$ cat config.mk
export PLATFORM = sky130hd
export DESIGN_NAME = mem_order_tracker
export DESIGN_NICKNAME = d
export VERILOG_FILES = /design/src/rtl/mo_pkg.sv /design/src/rtl/mo_min_search.sv /design/src/rtl/mo_age_table.sv /design/src/rtl/mo_ready_logic.sv /design/src/rtl/mem_order_tracker.sv
export SDC_FILE = /design/constraint.sdc
export NUM_CORES = 1
export LEC_CHECK = 0
export ABC_AREA = 1
export BUFFER_PORTS_ARGS = -buffer_cell sky130_fd_sc_hd__buf_2
export CAP_MARGIN = 5
export CORE_MARGIN = 5
export CORE_UTILIZATION = 25
export DETAILED_ROUTE_END_ITERATION = 12
export GPL_TIMING_DRIVEN = 0
export HOLD_SLACK_MARGIN = 0.12
export PLACE_DENSITY = 0.42
export SETUP_SLACK_MARGIN = 0.15
export SYNTH_ARGS = -nofsm -noshare
export SYNTH_HDL_FRONTEND = slang
export SYNTH_SLANG_ARGS = --single-unit
$ cat constraint.sdc
create_clock -name clk_i -period 21.2 [get_ports clk_i]
set_clock_uncertainty 0.15 [all_clocks]
set_input_delay 3.18 -clock clk_i [delete_from_list [all_inputs] [get_ports clk_i]]
set_output_delay 3.18 -clock clk_i [all_outputs]
set_load 0.1 [all_outputs]
$ cat src/rtl/mo_pkg.sv
package mo_pkg;
  typedef enum logic [1:0] {
    AV_OK      = 2'd0,
    AV_LQ_FULL = 2'd1,
    AV_SQ_FULL = 2'd2
  } avail_e;
endpackage

$ cat src/rtl/mo_min_search.sv
module mo_min_search #(
  parameter int unsigned N     = 4,
  parameter int unsigned IDX_W = 8
) (
  input  logic [N-1:0]            vld_i,
  input  logic [N-1:0][IDX_W-1:0] idx_i,
  output logic                    any_o,
  output logic [IDX_W-1:0]        min_o
);
  always_comb begin
    any_o = 1'b0;
    min_o = '0;
    for (int i = 0; i < N; i++) begin
      if (vld_i[i] && (!any_o || idx_i[i] < min_o)) begin
        any_o = 1'b1;
        min_o = idx_i[i];
      end
    end
  end
endmodule

$ cat src/rtl/mo_age_table.sv
module mo_age_table #(
  parameter int unsigned DEPTH = 4,
  parameter int unsigned IDX_W = 8
) (
  input  logic             clk_i,
  input  logic             rst_ni,
  input  logic             alloc_i,
  input  logic             alloc_bar_i,
  input  logic [IDX_W-1:0] alloc_idx_i,
  input  logic             cmpl_i,
  input  logic [IDX_W-1:0] cmpl_idx_i,
  output logic             q_any_o,
  output logic [IDX_W-1:0] q_min_o,
  output logic             b_any_o,
  output logic [IDX_W-1:0] b_min_o,
  output logic             full_o,
  output logic             empty_o,
  output logic             hit_o
);
  logic [DEPTH-1:0]            vld_q, bar_q, free, sel, alloc_match, cmpl_match;
  logic [DEPTH-1:0][IDX_W-1:0] idx_q;

  // a slot stays held while it is in the queue or the barrier set
  for (genvar g = 0; g < DEPTH; g++) begin : g_slot
    assign free[g]        = ~(vld_q[g] | bar_q[g]);
    assign alloc_match[g] = vld_q[g] && (idx_q[g] == alloc_idx_i);
    assign cmpl_match[g]  = vld_q[g] && (idx_q[g] == cmpl_idx_i);
  end

  assign full_o  = ~|free;
  assign empty_o = ~|vld_q;
  assign hit_o   = |alloc_match;

  always_comb begin
    sel = '0;
    for (int i = DEPTH - 1; i >= 0; i--) begin
      if (free[i]) sel = DEPTH'(1) << i;
    end
  end

  mo_min_search #(.N(DEPTH), .IDX_W(IDX_W)) u_q_min (
    .vld_i(vld_q), .idx_i(idx_q), .any_o(q_any_o), .min_o(q_min_o));

  mo_min_search #(.N(DEPTH), .IDX_W(IDX_W)) u_b_min (
    .vld_i(bar_q), .idx_i(idx_q), .any_o(b_any_o), .min_o(b_min_o));

  logic bar_retire;
  assign bar_retire = cmpl_i && b_any_o && (cmpl_idx_i == b_min_o);

  always_ff @(posedge clk_i or negedge rst_ni) begin
    if (!rst_ni) begin
      vld_q <= '0;
      bar_q <= '0;
      idx_q <= '0;
    end else begin
      for (int i = 0; i < DEPTH; i++) begin
        if (cmpl_i && cmpl_match[i]) vld_q[i] <= 1'b0;
        if (bar_retire && bar_q[i] && idx_q[i] == b_min_o) bar_q[i] <= 1'b0;
        if (alloc_i && sel[i]) begin
          vld_q[i] <= 1'b1;
          bar_q[i] <= alloc_bar_i;
          idx_q[i] <= alloc_idx_i;
        end
      end
    end
  end

  assert_alloc_room_R11 : assert property (@(posedge clk_i) disable iff (!rst_ni)
    alloc_i |-> (!full_o && !hit_o));

  assert_last_retire_R10 : assert property (@(posedge clk_i) disable iff (!rst_ni)
    (cmpl_i && |cmpl_match && $countones(vld_q) == 1 && !alloc_i) |=> empty_o);

  assert_barrier_kept_R10 : assert property (@(posedge clk_i) disable iff (!rst_ni)
    (b_any_o && !(cmpl_i && cmpl_idx_i == b_min_o)) |=> b_any_o);
endmodule

$ cat src/rtl/mo_ready_logic.sv
module mo_ready_logic #(
  parameter int unsigned IDX_W = 8
) (
  input  logic             no_alias_i,
  input  logic [IDX_W-1:0] q_idx_i,
  input  logic             q_load_i,
  input  logic             q_store_i,
  input  logic             lq_any_i,
  input  logic [IDX_W-1:0] lq_min_i,
  input  logic             lb_any_i,
  input  logic [IDX_W-1:0] lb_min_i,
  input  logic             sq_any_i,
  input  logic [IDX_W-1:0] sq_min_i,
  input  logic             sb_any_i,
  input  logic [IDX_W-1:0] sb_min_i,
  output logic             ready_o,
  output logic [IDX_W-1:0] wait_o
);
  logic done;

  always_comb begin
    ready_o = 1'b1;
    wait_o  = q_idx_i;
    done    = 1'b0;
    if (q_load_i && lb_any_i) begin
      if (q_idx_i > lb_min_i) begin
        ready_o = 1'b0; wait_o = lb_min_i; done = 1'b1;
      end else if (q_idx_i == lb_min_i && lq_any_i && q_idx_i != lq_min_i) begin
        ready_o = 1'b0; wait_o = lq_min_i; done = 1'b1;
      end
    end
    if (!done && q_store_i && sb_any_i) begin
      if (q_idx_i > sb_min_i) begin
        ready_o = 1'b0; wait_o = sb_min_i; done = 1'b1;
      end else if (q_idx_i == sb_min_i && sq_any_i && q_idx_i != sq_min_i) begin
        ready_o = 1'b0; wait_o = sq_min_i; done = 1'b1;
      end
    end
    if (!done && !(no_alias_i && q_load_i)) begin
      if (sq_any_i && q_idx_i > sq_min_i) begin
        ready_o = 1'b0; wait_o = sq_min_i;
      end else if (lq_any_i && q_idx_i > lq_min_i && !q_load_i) begin
        ready_o = 1'b0; wait_o = lq_min_i;
      end
    end
  end
endmodule

$ cat src/rtl/mem_order_tracker.sv
module mem_order_tracker
  import mo_pkg::*;
#(
  parameter int unsigned LQ_DEPTH = 4,
  parameter int unsigned SQ_DEPTH = 4,
  parameter int unsigned IDX_W    = 8
) (
  input  logic             clk_i,
  input  logic             rst_ni,
  input  logic             cfg_no_alias_i,
  input  logic             disp_valid_i,
  input  logic [IDX_W-1:0] disp_idx_i,
  input  logic             disp_load_i,
  input  logic             disp_store_i,
  input  logic             disp_side_i,
  output logic [1:0]       avail_o,
  input  logic             cmpl_valid_i,
  input  logic [IDX_W-1:0] cmpl_idx_i,
  input  logic             cmpl_load_i,
  input  logic             cmpl_store_i,
  input  logic [IDX_W-1:0] qry_idx_i,
  input  logic             qry_load_i,
  input  logic             qry_store_i,
  output logic             qry_ready_o,
  output logic [IDX_W-1:0] qry_wait_idx_o,
  output logic             lq_full_o,
  output logic             sq_full_o,
  output logic             lq_empty_o,
  output logic             sq_empty_o,
  output logic             err_o
);
  logic             lq_any, lb_any, sq_any, sb_any, lq_hit, sq_hit;
  logic [IDX_W-1:0] lq_min, lb_min, sq_min, sb_min;
  logic             reject, accept, err_q;
  avail_e           avail;

  assign reject = disp_valid_i &&
                  ((disp_load_i  && (lq_full_o || lq_hit)) ||
                   (disp_store_i && (sq_full_o || sq_hit)));
  assign accept = disp_valid_i && !reject;

  mo_age_table #(.DEPTH(LQ_DEPTH), .IDX_W(IDX_W)) u_ldq (
    .clk_i, .rst_ni,
    .alloc_i(accept && disp_load_i), .alloc_bar_i(disp_side_i), .alloc_idx_i(disp_idx_i),
    .cmpl_i(cmpl_valid_i && cmpl_load_i), .cmpl_idx_i,
    .q_any_o(lq_any), .q_min_o(lq_min), .b_any_o(lb_any), .b_min_o(lb_min),
    .full_o(lq_full_o), .empty_o(lq_empty_o), .hit_o(lq_hit));

  mo_age_table #(.DEPTH(SQ_DEPTH), .IDX_W(IDX_W)) u_stq (
    .clk_i, .rst_ni,
    .alloc_i(accept && disp_store_i), .alloc_bar_i(disp_side_i), .alloc_idx_i(disp_idx_i),
    .cmpl_i(cmpl_valid_i && cmpl_store_i), .cmpl_idx_i,
    .q_any_o(sq_any), .q_min_o(sq_min), .b_any_o(sb_any), .b_min_o(sb_min),
    .full_o(sq_full_o), .empty_o(sq_empty_o), .hit_o(sq_hit));

  mo_ready_logic #(.IDX_W(IDX_W)) u_rdy (
    .no_alias_i(cfg_no_alias_i), .q_idx_i(qry_idx_i), .q_load_i(qry_load_i),
    .q_store_i(qry_store_i),
    .lq_any_i(lq_any), .lq_min_i(lq_min), .lb_any_i(lb_any), .lb_min_i(lb_min),
    .sq_any_i(sq_any), .sq_min_i(sq_min), .sb_any_i(sb_any), .sb_min_i(sb_min),
    .ready_o(qry_ready_o), .wait_o(qry_wait_idx_o));

  always_comb begin
    if (disp_load_i && lq_full_o)       avail = AV_LQ_FULL;
    else if (disp_store_i && sq_full_o) avail = AV_SQ_FULL;
    else                                avail = AV_OK;
  end
  assign avail_o = avail;

  always_ff @(posedge clk_i or negedge rst_ni) begin
    if (!rst_ni)     err_q <= 1'b0;
    else if (reject) err_q <= 1'b1;
  end
  assign err_o = err_q;

  assert_err_sticky_R11 : assert property (@(posedge clk_i) disable iff (!rst_ni)
    err_o |=> err_o);

  assert_ready_self_R9 : assert property (@(posedge clk_i) disable iff (!rst_ni)
    qry_ready_o |-> (qry_wait_idx_o == qry_idx_i));

  assert_lbar_block_R4 : assert property (@(posedge clk_i) disable iff (!rst_ni)
    (qry_load_i && lb_any && qry_idx_i > lb_min) |-> (!qry_ready_o && qry_wait_idx_o == lb_min));

  assert_sbar_block_R5 : assert property (@(posedge clk_i) disable iff (!rst_ni)
    (qry_store_i && !qry_load_i && sb_any && qry_idx_i > sb_min)
      |-> (!qry_ready_o && qry_wait_idx_o == sb_min));

  assert_noalias_R6 : assert property (@(posedge clk_i) disable iff (!rst_ni)
    (cfg_no_alias_i && qry_load_i && !qry_store_i && !lb_any) |-> qry_ready_o);

  assert_avail_prio_R3 : assert property (@(posedge clk_i) disable iff (!rst_ni)
    (disp_load_i && lq_full_o) |-> (avail_o == 2'd1));
endmodule

Yosys cells after proc, flatten, opt, wreduce, memory -nomap -nowiden
Cells that the tools add are included.
Cells by class
  shift operators: 0
  reductions and logical operators: 144
  mux-type cells: 98
  magnitude comparators: 16
  add/sub/neg operators: 0
  bitwise logic cells: 16
  multipliers: 0
  div/mod/pow operators: 0
  eq/ne operators: 30
Operators with widths (count)
  8-bit equality test: 28
  8-bit two-way mux: 25
  8-bit < comparator: 12
  1-bit logical AND: 86
  1-bit two-way mux: 63
  8-bit > comparator: 4
  4-bit two-way mux: 8
  2-bit nonzero test: 16
  4-bit OR reduction: 6
  1-bit zero test: 21
  8-bit inequality test: 2
  1-bit logical OR: 15
  1-bit NOT: 8
  1-bit bitwise OR: 8
  2-bit two-way mux: 2
Word-level totals
  input bits: 36
  memories: 0
  memory bits (writable): 0
  bits in latches: 0
  word-level logic and storage cells: 329
  bits in read-only memories: 0
  register bits: 81
  output and inout port bits: 16

Logic depth before layout (Yosys ltp)
  word-level depth: 26
  gate-level depth with buffers: 55
  depth with buffers taken out: 52

Modules after synthesis
From an unflattened synthesis, not the netlist that was laid out.
Unflattened totals
  cells, all modules: 1976
  area total of the unflattened synthesis: 11717.5 um2
By module, submodules not included
  mo_age_table: cells an instance 494, times used 2, seq. area each 1001.0 um2, area an instance 3164.3 um2
  mo_min_search at u_ldq.u_b_min ...: cells an instance 165, times used 2, seq. area each 0.0 um2, area an instance 900.9 um2
  mo_min_search at u_stq.u_b_min ...: cells an instance 164, times used 2, seq. area each 0.0 um2, area an instance 897.1 um2
  mo_ready_logic: cells an instance 309, times used 1, seq. area each 0.0 um2, area an instance 1677.9 um2
  mem_order_tracker: cells an instance 21, times used 1, seq. area each 25.0 um2, area an instance 115.1 um2

Least setup slack after synthesis
OpenSTA, ideal clock, no wires.
  path kind: register to output
  from: reg u_ldq.bar_q[0]
  to: out qry_ready_o
  path buffers: 5
  arrival: 7.744 ns
  required time: 17.870 ns
  path slack: 10.126 ns
  cell stages (with the launch flop): 41
  path through: dfrtp_1 clkbuf_1 nand2_1 ha_1 nand2_1 o21a_1 nand2_1 nand2_1 nand2_2 clkbuf_1 o21ai_0 ha_1 a21oi_1 nor2_1 a211oi_1 nand2_1 nand2_2 nand2_2 (+5 left out) a211oi_1 nand2_1 nand2_4 nand2_4 buf_6 nand2_1 nand2_1 ha_1 nand2_1 nor4_1 inv_1 nor2_2 nor2_1 o211a_1 buf_2 o21ai_1 o21ai_0 a21oi_1
Between the ends
  cells in the longest elaborated chain, start to end: 26
  elaborated cells on any way between the ends: 45
  those cells by class: order compare (4); eq/ne (1); mux (23); reduce/logical (17)
Ends and longest elaborated chain
  start, declared: RTL line mo_age_table.sv:20  | logic [DEPTH-1:0] vld_q, bar_q, free, sel, alloc_match, cmpl_match;
  start signal, assigned by index: RTL line mo_age_table.sv:61  | bar_q[i] <= alloc_bar_i;
  branches (longest 25 deep; another with 8-bit < comparator)
  1-bit two-way mux (*): RTL line mo_ready_logic.sv:39  | if (!done && !(no_alias_i && q_load_i)) begin
  end, declared: RTL line mem_order_tracker.sv:24  | output logic qry_ready_o,
Every way passes the cells marked *.

Worst setup path in the final report
  from: reg u_ldq.idx_q[6] (netlist bit)
  to: out qry_wait_idx_o[0]
Between the ends
  cells in the longest elaborated chain, start to end: 26
  elaborated cells on any way between the ends: 65
  those cells by class: order compare (8); eq/ne (2); mux (29); reduce/logical (26)
Ends and longest elaborated chain
  start, declared: RTL line mo_age_table.sv:21  | logic [DEPTH-1:0][IDX_W-1:0] idx_q;
  start signal, assigned by index: RTL line mo_age_table.sv:62  | idx_q[i] <= alloc_idx_i;
  branches (longest 25 deep; another with 8-bit < comparator)
  8-bit two-way mux (*): RTL line mo_ready_logic.sv:39
  end, declared: RTL line mem_order_tracker.sv:25  | output logic [IDX_W-1:0] qry_wait_idx_o,
Marked as above.

==> flow_summary.ini <==
[outcome]
outcome = finished clean

[final_layout]
diodes = 0
drive_above_1_share_pct = 6.605
multi_input_area_um2 = 7869
seq_area_um2 = 2027
num-nets-final = 1979
finalNonFillerCells = 2417
area_growth_pct = 12.16
fill_cells = 4948
final_common_cell = nand2_1
mostFrequentLayoutCells = 575 x nand2_1, 166 x inv_1, 163 x nand3_1

[hold_path]
hp-start = err_o$_DFFE_PN0P_
hold_class = reg -> reg

[timing]
rsz0062_at_grt = false
fin_tns_setup_ns = 0
slew_headroom_pct = 10.98
clock.fmax_ghz = 0.07375
timing.final.ws_setup_ns = 7.640
finalHoldViolCount = 0
min_period_ns = 13.56
tightest_slew_ns = 1.335
finalMaxSlewViolations = 0
setup_viol = 0
finalCritPeriodShare_pct = 63.96

[clocking]
clock_latency_ns = 0.38
postCtsHoldBufs = 0
root_buffer = clkbuf_16
cts_made_buffers = 9
htree_levels = 3
post_cts_buffers = 0
path_clk_slew_ns = 0.07
numClockSinks = 81
cts_buffer_depth = 2
cts_resized = 0
cts_tree = done

[power]
peakVddDrop_v = 0.0003341
p_leak_nw = 6.169
internal_power_mw = 0.7677
swShare_pct = 65.13
power_density_nw_per_um2 = 180.5
switching_power_mw = 1.434
pwr-share-seq_pct = 11.8
pwr-share-clk_pct = 8.4
pwr-share-comb_pct = 79.8
power_mw = 2.201

[logic_synthesis]
ys_warn_count = 0
ys_seq_area_share_pct = 18.64
syn_inst = 1767
ys_seq_elements = 81
avgSynthCellArea_um2 = 6.153
ys_types = 49
synth_fp_nets = 1919
synth-edff-count = 0
synthFlopType = dfrtp_1
syn-cell-area_um2 = 10870
async_flop_share_pct = 100.0

[die]
fp.dieH_um = 218.5
io_pins = 52
std_cell_rows = 76
fp.coreArea_um2 = 43080
die-area_um2 = 47760
initial_core_util_pct = 25.24
die_w_um = 218.5

[critical_path]
r2r_slack_ns = 14.24
crit_path_max_incr_delay_ns = 0.59
crit_path_start_kind = register
cp_slowest_cell = o21ai_0
r2r_start = u_stq.bar_q[0]$_DFFE_PN0P_
cpMostUsedCell = nand2_1
crit_path_end_kind = output port
critical_path.startpoint = u_ldq.idx_q[6]$_DFFE_PN0P_
crit_arrival_ns = 10.23
ff2ff_path_depth = 34
crit_required_ns = 17.87
reg2reg_to = u_stq.bar_q[0]$_DFFE_PN0P_
endpoint = qry_wait_idx_o[0]
crit_type = reg -> out
worstPathMaxFanout = 10

[placed_design]
dp_cells = 2401
place_ws_ns = 8.022
port_buffers = 48
gp_congestion = 0.9599
dp_hpwl_um = 41180

[routing]
drt-total-wl_um = 53850
vias = 12652
drt-initial-drc-count = 1099
drc = 0
firstDrtPassIters = 6
vias_per_cell = 5.235
routedWlPerCell_um = 22.28
drtAntennaViolNets = 0

[global_routing]
antenna_found_initial = 0
overflow = 0
grt_max_degree = 51
grt_pass1_wl_um = 79270
track_usage_pct = 22.18
grt_pass1_vias = 12179

[job]
drv_cap = 0
registers in the layout, indices dropped and copies added (netlist names):
name	flops
u_stq.bar_q	4
u_ldq.bar_q	4
u_ldq.idx_q	32
u_stq.idx_q	32
u_ldq.vld_q	4
u_stq.vld_q	4
err_o	1
kinds of logic after synthesis:
family / Yosys count / share of synthesized area (%)
AOI/OAI and AO/OA: 352 / 19.04
adders and majority gates: 116 / 13.35
buffers and inverters: 248 / 8.977
and+or+nand+nor: 915 / 35.56
xor gates and xnor gates: 55 / 4.431
DFF: 81 / 18.64
power groups by stage:
stage | clock network [mW] | logic [mW] | registers [mW]
after floorplan | 0 | 1.29 | 0.224
after global placement | 0 | 1.72 | 0.261
after detailed placement | 0 | 1.74 | 0.260
after CTS | 0.187 | 1.75 | 0.257
after global routing | 0.192 | 1.94 | 0.264
final | 0.185 | 1.76 | 0.260
cell usage after synthesis, types with 4 or more instances:
cell type | number | area (um^2)
a221oi_1 | 16 | 140.1
o21a_1 | 4 | 30.03
clkinv_1 | 5 | 18.77
a21oi_1 | 67 | 335.3
nand4_1 | 12 | 75.07
o2111ai_1 | 10 | 87.58
nand2_2 | 23 | 143.9
o21ai_1 | 8 | 40.04
nand2_1 | 575 | 2158
nand2_4 | 5 | 56.30
inv_1 | 166 | 623.1
ha_1 | 116 | 1451
clkbuf_1 | 49 | 183.9
o21ai_0 | 151 | 755.7
and2_1 | 8 | 50.05
o22ai_1 | 57 | 356.6
a211oi_1 | 13 | 97.59
nor2_1 | 100 | 375.4
buf_1 | 9 | 33.78
nand3_1 | 163 | 815.8
buf_2 | 10 | 50.05
xnor2_1 | 22 | 192.7
dfrtp_1 | 81 | 2027
nor4_1 | 8 | 50.05
xor2_1 | 33 | 289.0
a2111oi_0 | 10 | 87.58
or2_0 | 4 | 25.02
layer usage:
layer / global-route usage [%] / vias up / wire (um)
met3: 2.064 / 111 / 2669
met1: 29.23 / 6031 / 23480
li1: - / 6071 / -
met4: 7.871 / 0 / 2197
met2: 37.94 / 439 / 25510
met5: 0 / - / 0
worst min path at each step:
stage,endpoint,cells past startpoint
2_1_floorplan,u_ldq.idx_q[24]$_DFFE_PN0P_,2
3_3_place_gp,err_o$_DFFE_PN0P_,1
3_5_place_dp,err_o$_DFFE_PN0P_,1
4_1_cts,err_o$_DFFE_PN0P_,1
5_1_grt,err_o$_DFFE_PN0P_,1
6_report,err_o$_DFFE_PN0P_,1
final cells by class:
cell class,count,area share [%]
sequential,81,16.62
tap,585,6.002
timing repair buffer,49,2.216
clock inverter,6,0.7490
clock buffer,10,1.878
buffer,75,2.678
inverter,173,5.325
multi-input combinational,1438,64.53
through the flow:
stage               hold WS (ns)  area (um^2)  utilization [%]
floorplan                 0.3413        10870                -
global placement          0.2909        11840            27.50
detailed placement        0.2930        11870            27.56
CTS                       0.3091        12190            28.31
global route              0.3365        12190            28.31
finish                    0.3073        12190            28.31
worst max-delay path: cells and delay by family (launching register included):
kind | cells | cell delay (ns)
compound gates | 10 | 2.94
simple gates | 23 | 3.40
flops | 1 | 0.32
buf+inv | 7 | 1.80
fa+ha+maj | 4 | 1.37
Note: power is estimated with default switching activity, not from simulation.
